**src/rtl/sfl_pkg.sv**
```systemverilog
package sfl_pkg;
  localparam int WORD_W = 32;

  // status word bit positions
  localparam int B_RDRF  = 0;
  localparam int B_TDRE  = 1;
  localparam int B_MODF  = 2;
  localparam int B_OVR   = 3;
  localparam int B_ENDRX = 4;
  localparam int B_ENDTX = 5;
  localparam int B_RXBF  = 6;
  localparam int B_TXBE  = 7;
  localparam int B_CSR   = 8;
  localparam int B_TXEMP = 9;
  localparam int B_UND   = 10;
  localparam int B_CMP   = 11;
  localparam int B_FRM   = 12;
  localparam int B_CRC   = 13;
  localparam int B_EN    = 16;
  localparam int B_TXE   = 24;
  localparam int B_TXF   = 25;
  localparam int B_TXT   = 26;
  localparam int B_RXE   = 27;
  localparam int B_RXF   = 28;
  localparam int B_RXT   = 29;
  localparam int B_TXPE  = 30;
  localparam int B_RXPE  = 31;

  // FIFO condition indexes
  localparam int C_RXT = 0;
  localparam int C_RXF = 1;
  localparam int C_RXE = 2;
  localparam int C_TXT = 3;
  localparam int C_TXF = 4;
  localparam int C_TXE = 5;
  localparam int N_COND = 6;

  // sticky (clear-on-read) flag indexes
  localparam int S_MODF = 0;
  localparam int S_OVR  = 1;
  localparam int S_CSR  = 2;
  localparam int S_UND  = 3;
  localparam int S_CMP  = 4;
  localparam int S_FRM  = 5;
  localparam int S_CRC  = 6;
  localparam int S_TXE  = 7;
  localparam int S_TXF  = 8;
  localparam int S_TXT  = 9;
  localparam int S_RXE  = 10;
  localparam int S_RXF  = 11;
  localparam int S_RXT  = 12;
  localparam int N_STICKY = 13;

  function automatic logic lvl_at_or_above(input int lvl, input int thr);
    return lvl >= thr;
  endfunction

  function automatic logic lvl_at_or_below(input int lvl, input int thr);
    return lvl <= thr;
  endfunction

  function automatic logic lvl_full(input int lvl, input int depth);
    return lvl >= depth;
  endfunction

  function automatic logic lvl_empty(input int lvl);
    return lvl == 0;
  endfunction

  // next value of a sticky bit: set wins over clear
  function automatic logic sticky_next(input logic cur, input logic set, input logic clr);
    return set | (cur & ~clr);
  endfunction

  // next value of a write-cleared bit: clear wins over set
  function automatic logic wrclr_next(input logic cur, input logic set, input logic clr);
    return ~clr & (set | cur);
  endfunction
endpackage

```
**src/rtl/sfl_sticky_bank.sv**
```systemverilog
module sfl_sticky_bank #(
  parameter int N = 13
) (
  input  logic         clk,
  input  logic         rst_n,
  input  logic [N-1:0] set_i,
  input  logic         clr_i,
  output logic [N-1:0] flag_o
);
  import sfl_pkg::*;

  for (genvar g = 0; g < N; g++) begin : g_flag
    logic flag_r;
    always_ff @(posedge clk) begin
      if (!rst_n) flag_r <= 1'b0;
      else        flag_r <= sticky_next(flag_r, set_i[g], clr_i);
    end
    assign flag_o[g] = flag_r;

    AST_SET_WINS: assert property (@(posedge clk) disable iff (!rst_n)
      set_i[g] |=> flag_o[g]);
    AST_READ_CLEARS: assert property (@(posedge clk) disable iff (!rst_n)
      (clr_i && !set_i[g]) |=> !flag_o[g]);
    AST_STICKY_HOLDS: assert property (@(posedge clk) disable iff (!rst_n)
      (flag_o[g] && !clr_i) |=> flag_o[g]);
  end
endmodule

```
**src/rtl/sfl_fifo_watch.sv**
```systemverilog
module sfl_fifo_watch #(
  parameter int FIFO_DEPTH = 16,
  parameter int LW = $clog2(FIFO_DEPTH + 1)
) (
  input  logic          clk,
  input  logic          rst_n,
  input  logic [LW-1:0] rx_level,
  input  logic [LW-1:0] rx_thres,
  input  logic [LW-1:0] tx_level,
  input  logic [LW-1:0] tx_thres,
  output logic [5:0]    cond_rise,
  output logic          rx_has_data,
  output logic          tx_has_room,
  output logic          tx_drained
);
  import sfl_pkg::*;

  logic [N_COND-1:0] cond;

  always_comb begin
    cond[C_RXT] = lvl_at_or_above(int'(rx_level), int'(rx_thres));
    cond[C_RXF] = lvl_full(int'(rx_level), FIFO_DEPTH);
    cond[C_RXE] = lvl_empty(int'(rx_level));
    cond[C_TXT] = lvl_at_or_below(int'(tx_level), int'(tx_thres));
    cond[C_TXF] = lvl_full(int'(tx_level), FIFO_DEPTH);
    cond[C_TXE] = lvl_empty(int'(tx_level));
  end

  assign rx_has_data = ~cond[C_RXE];
  assign tx_has_room = ~cond[C_TXF];
  assign tx_drained  = cond[C_TXE];

  // prev starts high so no flag appears unless the condition was seen false
  for (genvar g = 0; g < N_COND; g++) begin : g_det
    logic prev_r;
    always_ff @(posedge clk) begin
      if (!rst_n) prev_r <= 1'b1;
      else        prev_r <= cond[g];
    end
    assign cond_rise[g] = cond[g] & ~prev_r;

    AST_RISE_FROM_LOW: assert property (@(posedge clk) disable iff (!rst_n)
      cond_rise[g] |-> !$past(cond[g]));
  end
endmodule

```
**src/rtl/sfl_xfer_track.sv**
```systemverilog
module sfl_xfer_track (
  input  logic clk,
  input  logic rst_n,
  input  logic spi_en,
  input  logic fifo_en,
  input  logic tx_drained,
  input  logic rdr_load,
  input  logic rdr_read,
  input  logic tdr_write,
  input  logic tdr_to_shift,
  input  logic shift_idle,
  input  logic gap_done,
  input  logic tx_cnt_zero,
  input  logic rx_cnt_zero,
  input  logic tx_cnt_wr,
  input  logic rx_cnt_wr,
  output logic tdre_o,
  output logic txempty_o,
  output logic rdr_full_o,
  output logic ovr_evt_o,
  output logic endtx_o,
  output logic endrx_o
);
  import sfl_pkg::*;

  logic en_q, tdre_q, txe_q, rdr_full_q, endtx_q, endrx_q;
  logic en_rise, tdre_set, path_idle;

  assign en_rise   = spi_en & ~en_q;
  assign tdre_set  = en_rise | tdr_to_shift;
  assign path_idle = (fifo_en ? tx_drained : tdre_q) & shift_idle & gap_done;
  assign ovr_evt_o = rdr_load & rdr_full_q & ~rdr_read;

  always_ff @(posedge clk) begin
    if (!rst_n) begin
      en_q       <= 1'b0;
      tdre_q     <= 1'b0;
      txe_q      <= 1'b0;
      rdr_full_q <= 1'b0;
      endtx_q    <= 1'b1;
      endrx_q    <= 1'b1;
    end else begin
      en_q       <= spi_en;
      tdre_q     <= spi_en & wrclr_next(tdre_q, tdre_set, tdr_write);
      txe_q      <= wrclr_next(txe_q, path_idle, tdr_write);
      rdr_full_q <= rdr_load | (rdr_full_q & ~rdr_read);
      endtx_q    <= wrclr_next(endtx_q, tx_cnt_zero, tx_cnt_wr);
      endrx_q    <= wrclr_next(endrx_q, rx_cnt_zero, rx_cnt_wr);
    end
  end

  assign tdre_o     = tdre_q;
  assign txempty_o  = txe_q;
  assign rdr_full_o = rdr_full_q;
  assign endtx_o    = endtx_q;
  assign endrx_o    = endrx_q;

  AST_TDR_WRITE_CLEARS: assert property (@(posedge clk) disable iff (!rst_n)
    tdr_write |=> (!txempty_o && !tdre_o));
  AST_DISABLED_NOT_READY: assert property (@(posedge clk) disable iff (!rst_n)
    !spi_en |=> !tdre_o);
  AST_LOAD_FILLS: assert property (@(posedge clk) disable iff (!rst_n)
    rdr_load |=> rdr_full_o);
  AST_CNT_WR_CLEARS: assert property (@(posedge clk) disable iff (!rst_n)
    tx_cnt_wr |=> !endtx_o);
  AST_OVR_NEEDS_PENDING: assert property (@(posedge clk) disable iff (!rst_n)
    ovr_evt_o |-> !rdr_read);
endmodule

```
**src/rtl/spi_flag_unit.sv**
```systemverilog
module spi_flag_unit #(
  parameter int FIFO_DEPTH = 16,
  parameter int LW = $clog2(FIFO_DEPTH + 1)
) (
  input  logic          clk,
  input  logic          rst_n,
  input  logic          fifo_en,
  input  logic          spi_en,
  input  logic          rdr_load,
  input  logic          rdr_read,
  input  logic          tdr_write,
  input  logic          tdr_to_shift,
  input  logic          shift_idle,
  input  logic          gap_done,
  input  logic          ev_modf,
  input  logic          ev_underrun,
  input  logic          ev_cs_rise,
  input  logic          ev_frame_err,
  input  logic          ev_crc_err,
  input  logic          ev_match,
  input  logic [LW-1:0] rx_level,
  input  logic [LW-1:0] rx_thres,
  input  logic [LW-1:0] tx_level,
  input  logic [LW-1:0] tx_thres,
  input  logic          rx_ptr_err,
  input  logic          tx_ptr_err,
  input  logic          tx_cnt_zero,
  input  logic          tx_ncnt_zero,
  input  logic          rx_cnt_zero,
  input  logic          rx_ncnt_zero,
  input  logic          tx_cnt_wr,
  input  logic          rx_cnt_wr,
  input  logic          stat_rd,
  output logic [31:0]   stat_rdata
);
  import sfl_pkg::*;

  // named internal events
  logic [5:0]          fifo_rise;
  logic                rx_has_data, tx_has_room, tx_drained;
  logic                tdre_nf, txempty, rdr_full, ovr_evt, endtx, endrx;
  logic [N_STICKY-1:0] sticky_set, sticky_q;

  // registered level conditions
  logic lv_en, lv_rxpe, lv_txpe, lv_txbe, lv_rxbf, lv_rxdata, lv_txroom;

  sfl_fifo_watch #(.FIFO_DEPTH(FIFO_DEPTH), .LW(LW)) u_watch (
    .clk         (clk),
    .rst_n       (rst_n),
    .rx_level    (rx_level),
    .rx_thres    (rx_thres),
    .tx_level    (tx_level),
    .tx_thres    (tx_thres),
    .cond_rise   (fifo_rise),
    .rx_has_data (rx_has_data),
    .tx_has_room (tx_has_room),
    .tx_drained  (tx_drained)
  );

  sfl_xfer_track u_xfer (
    .clk          (clk),
    .rst_n        (rst_n),
    .spi_en       (spi_en),
    .fifo_en      (fifo_en),
    .tx_drained   (tx_drained),
    .rdr_load     (rdr_load),
    .rdr_read     (rdr_read),
    .tdr_write    (tdr_write),
    .tdr_to_shift (tdr_to_shift),
    .shift_idle   (shift_idle),
    .gap_done     (gap_done),
    .tx_cnt_zero  (tx_cnt_zero),
    .rx_cnt_zero  (rx_cnt_zero),
    .tx_cnt_wr    (tx_cnt_wr),
    .rx_cnt_wr    (rx_cnt_wr),
    .tdre_o       (tdre_nf),
    .txempty_o    (txempty),
    .rdr_full_o   (rdr_full),
    .ovr_evt_o    (ovr_evt),
    .endtx_o      (endtx),
    .endrx_o      (endrx)
  );

  always_comb begin
    sticky_set         = '0;
    sticky_set[S_MODF] = ev_modf;
    sticky_set[S_OVR]  = ovr_evt;
    sticky_set[S_CSR]  = ev_cs_rise;
    sticky_set[S_UND]  = ev_underrun;
    sticky_set[S_CMP]  = ev_match;
    sticky_set[S_FRM]  = ev_frame_err;
    sticky_set[S_CRC]  = ev_crc_err;
    sticky_set[S_TXE]  = fifo_rise[C_TXE];
    sticky_set[S_TXF]  = fifo_rise[C_TXF];
    sticky_set[S_TXT]  = fifo_rise[C_TXT];
    sticky_set[S_RXE]  = fifo_rise[C_RXE];
    sticky_set[S_RXF]  = fifo_rise[C_RXF];
    sticky_set[S_RXT]  = fifo_rise[C_RXT];
  end

  sfl_sticky_bank #(.N(N_STICKY)) u_sticky (
    .clk    (clk),
    .rst_n  (rst_n),
    .set_i  (sticky_set),
    .clr_i  (stat_rd),
    .flag_o (sticky_q)
  );

  always_ff @(posedge clk) begin
    if (!rst_n) begin
      lv_en     <= 1'b0;
      lv_rxpe   <= 1'b0;
      lv_txpe   <= 1'b0;
      lv_txbe   <= 1'b1;
      lv_rxbf   <= 1'b1;
      lv_rxdata <= 1'b0;
      lv_txroom <= 1'b0;
    end else begin
      lv_en     <= spi_en;
      lv_rxpe   <= rx_ptr_err;
      lv_txpe   <= tx_ptr_err;
      lv_txbe   <= tx_cnt_zero & tx_ncnt_zero;
      lv_rxbf   <= rx_cnt_zero & rx_ncnt_zero;
      lv_rxdata <= rx_has_data;
      lv_txroom <= tx_has_room;
    end
  end

  always_comb begin
    stat_rdata          = '0;
    stat_rdata[B_RDRF]  = fifo_en ? lv_rxdata : rdr_full;
    stat_rdata[B_TDRE]  = fifo_en ? lv_txroom : tdre_nf;
    stat_rdata[B_MODF]  = sticky_q[S_MODF];
    stat_rdata[B_OVR]   = sticky_q[S_OVR];
    stat_rdata[B_ENDRX] = endrx;
    stat_rdata[B_ENDTX] = endtx;
    stat_rdata[B_RXBF]  = lv_rxbf;
    stat_rdata[B_TXBE]  = lv_txbe;
    stat_rdata[B_CSR]   = sticky_q[S_CSR];
    stat_rdata[B_TXEMP] = txempty;
    stat_rdata[B_UND]   = sticky_q[S_UND];
    stat_rdata[B_CMP]   = sticky_q[S_CMP];
    stat_rdata[B_FRM]   = sticky_q[S_FRM];
    stat_rdata[B_CRC]   = sticky_q[S_CRC];
    stat_rdata[B_EN]    = lv_en;
    stat_rdata[B_TXE]   = sticky_q[S_TXE];
    stat_rdata[B_TXF]   = sticky_q[S_TXF];
    stat_rdata[B_TXT]   = sticky_q[S_TXT];
    stat_rdata[B_RXE]   = sticky_q[S_RXE];
    stat_rdata[B_RXF]   = sticky_q[S_RXF];
    stat_rdata[B_RXT]   = sticky_q[S_RXT];
    stat_rdata[B_TXPE]  = lv_txpe;
    stat_rdata[B_RXPE]  = lv_rxpe;
  end

  AST_MODF_REPORTED: assert property (@(posedge clk) disable iff (!rst_n)
    ev_modf |=> stat_rdata[B_MODF]);
  AST_EN_FOLLOWS: assert property (@(posedge clk) disable iff (!rst_n)
    spi_en |=> stat_rdata[B_EN]);
  AST_OVR_REPORTED: assert property (@(posedge clk) disable iff (!rst_n)
    (rdr_load && !rdr_read && stat_rdata[B_RDRF] && !fifo_en) |=> stat_rdata[B_OVR]);
endmodule

```
**config.mk**
```make
export PLATFORM = sky130hd
export DESIGN_NAME = spi_flag_unit
export DESIGN_NICKNAME = d
export VERILOG_FILES = /design/src/rtl/sfl_pkg.sv /design/src/rtl/sfl_sticky_bank.sv /design/src/rtl/sfl_fifo_watch.sv /design/src/rtl/sfl_xfer_track.sv /design/src/rtl/spi_flag_unit.sv
export SDC_FILE = /design/constraint.sdc
export NUM_CORES = 1
export LEC_CHECK = 0
export BUFFER_PORTS_ARGS = -buffer_cell sky130_fd_sc_hd__buf_2
export CORE_UTILIZATION = 30
export DETAILED_ROUTE_END_ITERATION = 10
export SLEW_MARGIN = 20
export SYNTH_ARGS = -nofsm -noshare
export SYNTH_HDL_FRONTEND = slang
export SYNTH_SLANG_ARGS = --single-unit
```
**constraint.sdc**
```tcl
create_clock -name clk -period 1.6 [get_ports clk]
set_clock_uncertainty 0.15 [all_clocks]
set_input_delay 0.08 -clock clk [delete_from_list [all_inputs] [get_ports clk]]
set_output_delay 0.08 -clock clk [all_outputs]
set_load 0.01 [all_outputs]
```
==> key figures <==
GRT
  • Largest net degree at the start of global routing: 15
  • GR Util met3: 0.0431
  • GRT Max-Usage Layer: met2
  • Total GRT Usage: 0.136
  • Initial antenna violation count: 0
  • GRT met2 Usage: 0.237
  • Vias in the first global route: between 1000 and 1500
  • Grt met1 use: 0.152
  • First-pass GRT wire length: around 5400 µm
  • Grt ovf: 0

Clocking
  • CTS tree: done
  • Reg clk slew, reported paths: roughly 0.070 ns
  • Deepest clock path buffer count: 2
  • Clock latency at the later pin of the worst-skew pair: ~0.28 ns
  • Total CTS buffers: 5
  • Post-CTS setup buffer count: 0
  • Clock sinks: 31
  • H-Tree Depth: 2
  • Root buf cell: clkbuf_8

Synthesis
  • Sequential area share after synthesis: 0.419
  • Top cells by count, synth: 31 x dfxtp_1, 30 x buf_4, 18 x inv_1, 18 x nor2_1, 10 x ha_1
  • Synth top area share: 0.419
  • Cells after synthesis: 168
  • Mean area per synthesized cell: 8.83 µm²
  • Compound-gate portion of the synthesized area: 0.122
  • Largest family of logic cells by synthesized area: buffers and inverters
  • Post-synthesis xor/xnor area fraction: 0
  • EDFF count, synth: 0
  • Synthesized area: approximately 1500 µm²
  • Cell variety after synth: 35
  • Post-synthesis mux area share: 0.00759
  • Async SR Flop Fraction: 0
  • Yosys warns: 0
  • Post-Synth Simple-Gate Area: 0.157
  • Top-count cell post-synth: dfxtp_1
  • Largest cells by area after synthesis: dfxtp_1 42%, buf_4 15%, ha_1 8.4%
  • Post-Synth Adder-Cell Area: 0.0844
  • Synth area leader: dfxtp_1
  • Main flop type after synthesis: dfxtp_1
  • Synth Register Bits: 31

Pwr
  • VDD IR-drop max: 277 µV
  • PwrDens: 853 nW/µm²
  • Leak Pwr: around 1.1 nW

Worst setup path
  • Top fanout value on the critical path: 2
  • CP peak stage delay: about 0.53 ns
  • Arr. time, crit path: 1.50 ns
  • Nature of the critical path endpoint: flop
  • Crit-path slowest cell: dlygate4sd3_1
  • Kind of critical path: input pin to flop
  • Crit path max-delay family: buffers and inverters
  • Startpoint types: input pin
  • Worst Path Required: around 1.6 ns
  • Worst path bufs/invs: 2
  • Worst path cell trace: dlygate4sd3_1 > buf_2 > ha_1 > nand2b_1 > a211oi_2 > o221ai_1

Final layout
  • Layout area overhead: 43.9%
  • # diodes: 0
  • Final #Nets: approximately 300
  • Post-route cell area: roughly 2100 µm²
  • Final core occ: 0.449
  • Fraction of layout cells with a size suffix above 1: 0.323

Routing
  • Vias/cell: about 4.1
  • ANT nets after route: 0
  • WL per Instance: between 10 and 15 µm
  • Initial detailed-routing violation count: 20
  • Vias: around 1300
  • Routed WL: 3260 µm
  • DR DRC count: 0
  • DRT Pass-1 Iters: 4

STA
  • Final Slew Violations: 0
  • Tmin final: ~1.5 ns
  • Max frequency: 0.668 GHz
  • Endpoints failing hold: 0
  • Final setup viols: 0
  • Final critical-path share of the clock period: 0.935

Floorplanning
  • Std cell rows: 25
  • Die width: 72.3 µm
  • Number of placed I/O pins: slightly below 80
  • Initial core utilization: 0.312
  • Die area: between 5000 and 6000 µm²
  • Die height: around 72 µm
  • Core ar.: between 4000 and 5000 µm²

Run
  • Max_cap viols: 0

Placement
  • I/O Buffers: 67
  • DP Wirelength: 2220 µm
  • GPL Wtd Cong: 0.737
  • Dpl cell area: between 1500 and 2000 µm²

Status
  • Status: completed

Min path
  • Hold Path Class: input pin to flop
sequential cells by signal, indices dropped and copies added (netlist names):
name	flops
u_xfer.endrx_o	1
u_watch.g_det.prev_r	6
u_xfer.endtx_o	1
lv_rxpe	1
lv_rxdata	1
u_xfer.en_q	1
lv_txroom	1
u_sticky.g_flag.flag_r	13
lv_rxbf	1
u_xfer.txempty_o	1
lv_txpe	1
lv_txbe	1
u_xfer.tdre_o	1
u_xfer.rdr_full_o	1
stage by stage:
step	hold WS, ns	cells	setup slack, ns	setup TNS (ns)	power (W)
2_1_floorplan	0.00101	176	0.419	0	0.00103
3_3_place_gp	0.128	278	0.276	0	0.00109
3_5_place_dp	0.122	278	0.260	0	0.00109
4_1_cts	0.00151	318	0.00895	0	0.00184
5_1_grt	0.0205	318	-0.00510	-0.00510	0.00192
6_report	0.00158	318	0.104	0	0.00182
layout make-up:
class	count	area (µm²)
Fill cell	485	2620
Timing Repair Buffer	100	666
Sequential cell	31	621
Multi-Input combinational cell	93	588
Clock buffer	7	96.3
Tap cell	67	83.8
Inverter	19	71.3
Clock inverter	1	7.51
worst paths after layout:
kind / end / start / depth (start not counted) / slack (ns)
max: u_watch.g_det[3].prev_r / tx_level[1] / 6 / 0.10
min: u_sticky.g_flag[1].flag_r / rdr_read / 4 / 0.002
max reg2reg: u_xfer.rdr_full_o / u_xfer.rdr_full_o / 4 / 0.23
min reg2reg: u_sticky.g_flag[10].flag_r / u_sticky.g_flag[10].flag_r / 2 / 0.32
worst reg2reg max path, delay by kind of cell, from the launching register on:
kind / cells / cell delay [ns]
buffers and inverters: 1 / 0.55
flip-flops: 1 / 0.32
AND/OR/NAND/NOR: 3 / 0.29
cell families (layout without fill, tap and decap cells):
logic type,Yosys count,count (layout)
adders and majority gates,10,10
AOI/OAI and AO/OA,28,28
and+or+nand+nor,45,45
buffers and inverters,52,127
muxes,1,1
other,1,9
DFF,31,31
per-layer routing:
metal | part of all wire | vias up | routed length [µm]
met5 | 0 | - | 0
met4 | 0.019 | 0 | 62
met3 | 0.057 | 7 | 187
met2 | 0.49 | 47 | 1590
met1 | 0.44 | 579 | 1420
li1 | - | 676 | -
cell usage in the layout, fill, tap and decap left out, types with 2 or more instances in the layout:
cell           instances
conb_1                 9
a21o_1                 2
inv_1                 18
clkbuf_8               7
nor2b_1                2
nor4_2                 2
ha_1                  10
dfxtp_1               31
nand2b_1               4
nor2_1                18
buf_2                 66
nand3_1                2
o21ai_0                4
and2_1                 3
nand2_1                8
a22oi_1                5
a21oi_1                9
dlygate4sd3_1         32
where the power goes:
group          leakage, nW  internal, W  total, W  switching (W)
Combinational        0.780     0.000166  0.000307       0.000141
Sequential           0.257     0.000815  0.000830      0.0000154
Clock               0.0505     0.000391  0.000683       0.000292
Total                 1.09      0.00137   0.00182       0.000448
repair_timing:
| action | in CTS | in global routing |
|---|---|---|
| setup endpoints to repair | 0 | 3 |
| endpoints found under the hold margin | 27 | 0 |
| gates resized for setup | 0 | 2 |
| hold buffers | 32 | 0 |
No activity file was read; power rests on OpenSTA's default activity.
